[config.mk]
export PLATFORM = sky130hd
export DESIGN_NAME = noc_chan_evt_counter
export DESIGN_NICKNAME = d
export VERILOG_FILES = /design/src/rtl/noc_chan_evt_counter.sv
export SDC_FILE = /design/constraint.sdc
export NUM_CORES = 1
export LEC_CHECK = 0
export BUFFER_PORTS_ARGS = -buffer_cell sky130_fd_sc_hd__buf_2
export CAP_MARGIN = 30
export CELL_PAD_IN_SITES_DETAIL_PLACEMENT = 1
export CELL_PAD_IN_SITES_GLOBAL_PLACEMENT = 1
export CORE_ASPECT_RATIO = 1.5
export CORE_MARGIN = 1.5
export CORE_UTILIZATION = 30
export CTS_BUF_LIST = sky130_fd_sc_hd__clkbuf_16
export DETAILED_ROUTE_END_ITERATION = 16
export PLACE_DENSITY_LB_ADDON = 0.08
export SLEW_MARGIN = 20
export SYNTH_ARGS = -nofsm -noshare
export SYNTH_HDL_FRONTEND = slang
export SYNTH_SLANG_ARGS = --single-unit
export TNS_END_PERCENT = 1
[constraint.sdc]
create_clock -name clk -period 5.25 [get_ports clk]
set_input_delay 1.575 -clock clk [delete_from_list [all_inputs] [get_ports clk]]
set_output_delay 1.575 -clock clk [all_outputs]
set_load 0.02 [all_outputs]
[src/rtl/noc_chan_evt_counter.sv]
module noc_chan_evt_counter #(
  parameter int CNT_W  = 48,
  parameter int CODE_W = 8,
  parameter logic [CODE_W-1:0] RING_LO = 8'h47,
  parameter logic [CODE_W-1:0] RING_HI = 8'h59
) (
  input  logic              clk,
  input  logic              rst_n,
  input  logic              evt_valid,
  input  logic [CODE_W-1:0] evt_code,
  input  logic [2:0]        evt_chan,
  input  logic              evt_tag,
  input  logic [1:0]        evt_ring,
  input  logic              reg_wr,
  input  logic [1:0]        reg_addr,
  input  logic [31:0]       reg_wdata,
  output logic [31:0]       reg_rdata
);
  localparam int CHF_LSB = 16;
  localparam int TAG_BIT = 19;
  localparam int RGF_LSB = 20;

  logic [CODE_W-1:0] sel_q;
  logic [2:0]        chf_q;
  logic              tag_en_q;
  logic [1:0]        rgf_q;
  logic              en_q;
  logic [CNT_W-1:0]  cnt_q;
  logic              ovf_q;

  logic cfg_wr, ctl_wr, clr;
  logic chan_ok, tag_ok, in_win, ring_ok, hit;
  logic [63:0] cnt_ext;
  logic [31:0] cfg_word;

  assign cfg_wr = reg_wr && (reg_addr == 2'd0);
  assign ctl_wr = reg_wr && (reg_addr == 2'd1);
  assign clr    = ctl_wr && reg_wdata[1];

  always_comb begin
    case (chf_q)
      3'b000:                         chan_ok = 1'b1;
      3'b010, 3'b100, 3'b110, 3'b111: chan_ok = (evt_chan == chf_q);
      default:                        chan_ok = 1'b0;
    endcase
  end

  assign tag_ok  = !tag_en_q || evt_tag;
  assign in_win  = (evt_code >= RING_LO) && (evt_code <= RING_HI);

  always_comb begin
    case (rgf_q)
      2'b00:   ring_ok = 1'b1;
      2'b10:   ring_ok = evt_ring[1];
      default: ring_ok = evt_ring[0];
    endcase
    if (!in_win) ring_ok = 1'b1;
  end

  assign hit = evt_valid && en_q && (evt_code == sel_q) && chan_ok && tag_ok && ring_ok;

  always_ff @(posedge clk) begin
    if (!rst_n) begin
      sel_q    <= '0;
      chf_q    <= '0;
      tag_en_q <= 1'b0;
      rgf_q    <= '0;
      en_q     <= 1'b0;
      cnt_q    <= '0;
      ovf_q    <= 1'b0;
    end else begin
      if (cfg_wr) begin
        sel_q    <= reg_wdata[CODE_W-1:0];
        chf_q    <= reg_wdata[CHF_LSB +: 3];
        tag_en_q <= reg_wdata[TAG_BIT];
        rgf_q    <= reg_wdata[RGF_LSB +: 2];
      end
      if (ctl_wr) en_q <= reg_wdata[0];
      if (clr) begin
        cnt_q <= '0;
        ovf_q <= 1'b0;
      end else if (hit) begin
        cnt_q <= cnt_q + 1'b1;
        if (&cnt_q) ovf_q <= 1'b1;
      end
    end
  end

  assign cnt_ext = 64'(cnt_q);

  always_comb begin
    cfg_word = '0;
    cfg_word[CODE_W-1:0]     = sel_q;
    cfg_word[CHF_LSB +: 3]   = chf_q;
    cfg_word[TAG_BIT]        = tag_en_q;
    cfg_word[RGF_LSB +: 2]   = rgf_q;
  end

  always_comb begin
    case (reg_addr)
      2'd0:    reg_rdata = cfg_word;
      2'd1:    reg_rdata = {31'b0, en_q};
      2'd2:    reg_rdata = cnt_ext[31:0];
      default: reg_rdata = {ovf_q, 15'b0, cnt_ext[47:32]};
    endcase
  end
endmodule


==> reports/metrics.yaml <==
clock_network:
  tritoncts: "yes"
  cts_buffer_depth: 2
  cts_hold_buf: 0
  root_buffer: "clkbuf_16"
  cts-buffers-inserted: 9
  cts-resized-gates: 0
  clk_pin_slew_ns: 0.06
  clkLatencyLatePin_ns: 0.34
  numClockSinks: 64
  post_cts_buffers: 0
  cts-htree-levels: 3
timing:
  fin_crit_ns: 4.51
  post-route-period-util_pct: 85.8
  hold_viol: 0
  drv_slew: 0
  timing.hold.ws_ns: 0.476
  final-setup-viol-count: 0
  finClkSkew_ns: 0.00695
  tns_ns: 0
  relSlewSlack_pct: 44.9
  fmax_ghz: 0.222
  finalWorstSetupSlack_ns: 0.744
  rsz0062_at_grt: "no"
  tightest_slew_ns: 0.826
drt:
  avgViaCountPerCell: 5.33
  routedWlPerCell_um: 17.2
  drtPass1Iterations: 4
  drc: 0
  dr.first_iter.drc_count: 86
  vias: 3593
  wirelength_um: 11600
  ant_nets: 0
setup_path:
  r2r-start: "cnt_q[11]$_SDFFE_PP0P_"
  reg2reg_depth: 6
  path_class: "in2out"
  cp-end-kind: "primary output"
  cp-start-kind: "input port"
  arrival_ns: 2.93
  r2r_end: "cnt_q[47]$_SDFFE_PP0P_"
  worstPathMaxFanout: 26
  critPathLaunch: "reg_addr[0]"
  critPathCapture: "reg_rdata[7]"
  critical_path_required_ns: 3.68
  reg2reg_slack_ns: 2.48
die:
  die_height_um: 138
  dieArea_sq_um: 12900
  dieWidth_um: 93.1
  start_util_pct: 30.5
  coreArea_sq_um: 12000
  io_pins: 84
  rows: 49
yosys:
  syn_avg_cell_area_sq_um: 8.06
  synth_area_leaders: "dfxtp_1 35%, nand2_1 6.8%, mux2i_1 5.5%"
  ys.warnings.count: 0
  synthCells: 453
  yosys_register_bits: 64
  synth_common_cells: "66 x nand2_1, 64 x dfxtp_1, 35 x a21oi_1"
  synthesis.nets: 506
  synth.most_common_cell: "nand2_1"
  synth_area_sq_um: 3650
  synth-main-ff-cell: "dfxtp_1"
  synth_edf_count: 0
  ys_seq_area_share_pct: 35.1
  netlist.area_leader.share_pct: 35.1
  synth_area_leader_cell: "dfxtp_1"
  async_flop_share_pct: 0
  yosysUniqueCellTypes: 44
grt:
  grt.overflow.total: 0
  grt_max_degree: 27
  grt_pass1_vias: 3717
  grt.total_usage_pct: 19.1
  grt_pass1_wl_um: 19300
  antenna_found_initial: 0
placed_design:
  gp_congestion: 0.833
  post_dp_cell_area_sq_um: 4140
  io_buffers: 65
  hpwl_um: 8820
  place_ws_ns: 0.731
  dp_cells: 658
power:
  ir_drop_mv: 0.170
  pwr-share-comb_pct: 5.6
  power_frac_clock_pct: 53.4
  intPower_uw: 928
  switching_power_uw: 277
  cellLeakagePower_nw: 1.59
  p_per_area_nw_per_um2: 270
  swShare_pct: 23.0
  p_seq_share_pct: 41.0
layout:
  nets: 569
  stdcell_count: 674
  design_area_sq_um: 4450
  drive_gt1_share_pct: 20.3
  area_delta_synth_final_pct: 22.0
  n_antenna_cell: 0
  n_fill_cell: 1461
job:
  cap_violations: 0
run_status:
  outcome: "finished clean"
hold_path:
  min_path_type: "reg2reg"
flip-flops by register name, summed over array words and instances, names as in the netlist:
register  count
chf_q         3
cnt_q        48
en_q          1
ovf_q         1
rgf_q         2
sel_q         8
tag_en_q      1
cell type report:
type / count / area (sq um) / share of cell area (%)
Clock inverter: 7 / 86.3 / 1.94
Multi-Input combinational cell: 363 / 2270 / 51.0
Clock buffer: 9 / 225 / 5.06
Timing Repair Buffer: 72 / 378 / 8.48
Tap cell: 153 / 191 / 4.30
Inverter: 6 / 22.5 / 0.506
Sequential cell: 64 / 1280 / 28.8
metrics by stage:
step / util, % / power (mW)
CTS: 37.3 / 1.22
detailed placement: 34.7 / 0.574
floorplan: - / 0.543
global placement: 34.7 / 0.573
global route: 37.3 / 1.25
finish: 37.3 / 1.20
metal layers:
layer | track usage (%) | up-vias | share of wire [%]
met1 | 22.3 | 1744 | 43
met5 | 0 | - | 0
met3 | 3.25 | 5 | 2.9
met4 | 5.34 | 0 | 0.89
li1 | - | 1773 | -
met2 | 35.0 | 71 | 53
cell families (layout without fill, tap and decap cells):
logic type,Yosys count,count (layout),synth area share [%]
flops,64,64,35.1
xor+xnor,13,13,3.12
mux,28,28,8.26
compound gates,104,104,18.0
simple gates,217,217,32.5
fa+ha+maj,1,1,0.343
buf+inv,26,94,2.71
critical path: stages:
cell	delay, ns
buf_2	0.56
nor2_1	0.31
a22o_1	0.32
buf_2	0.16
power by group through the flow:
| stage | registers, mW | logic [mW] | clock network [mW] |
|---|---|---|---|
| after floorplan | 0.503 | 0.0398 | 0 |
| after global placement | 0.504 | 0.0687 | 0 |
| after detailed placement | 0.504 | 0.0698 | 0 |
| after CTS | 0.494 | 0.0699 | 0.657 |
| after global routing | 0.494 | 0.0760 | 0.677 |
| final | 0.494 | 0.0680 | 0.643 |
placed cells by master (no fill, tap or decap), types with 9 or more instances in the layout:
| cell | count |
|---|---|
| nand2_1 | 66 |
| mux2i_1 | 20 |
| or3_1 | 29 |
| clkbuf_16 | 9 |
| and2_1 | 11 |
| dfxtp_1 | 64 |
| nand4_1 | 14 |
| a21boi_0 | 15 |
| nor2_1 | 20 |
| or4_1 | 11 |
| nand3_1 | 16 |
| nor2b_1 | 12 |
| o21ai_0 | 30 |
| buf_2 | 65 |
| a21oi_1 | 35 |
worst min path at each step:
stage	end	slack, ns	startpoint	depth (start not counted)
floorplan	ovf_q$_SDFFE_PP0P_	0.42	ovf_q$_SDFFE_PP0P_	2
global placement	ovf_q$_SDFFE_PP0P_	0.45	ovf_q$_SDFFE_PP0P_	2
detailed placement	ovf_q$_SDFFE_PP0P_	0.47	ovf_q$_SDFFE_PP0P_	2
CTS	ovf_q$_SDFFE_PP0P_	0.48	ovf_q$_SDFFE_PP0P_	2
global route	ovf_q$_SDFFE_PP0P_	0.50	ovf_q$_SDFFE_PP0P_	2
finish	ovf_q$_SDFFE_PP0P_	0.48	ovf_q$_SDFFE_PP0P_	2
No activity file was read; power rests on OpenSTA's default activity.
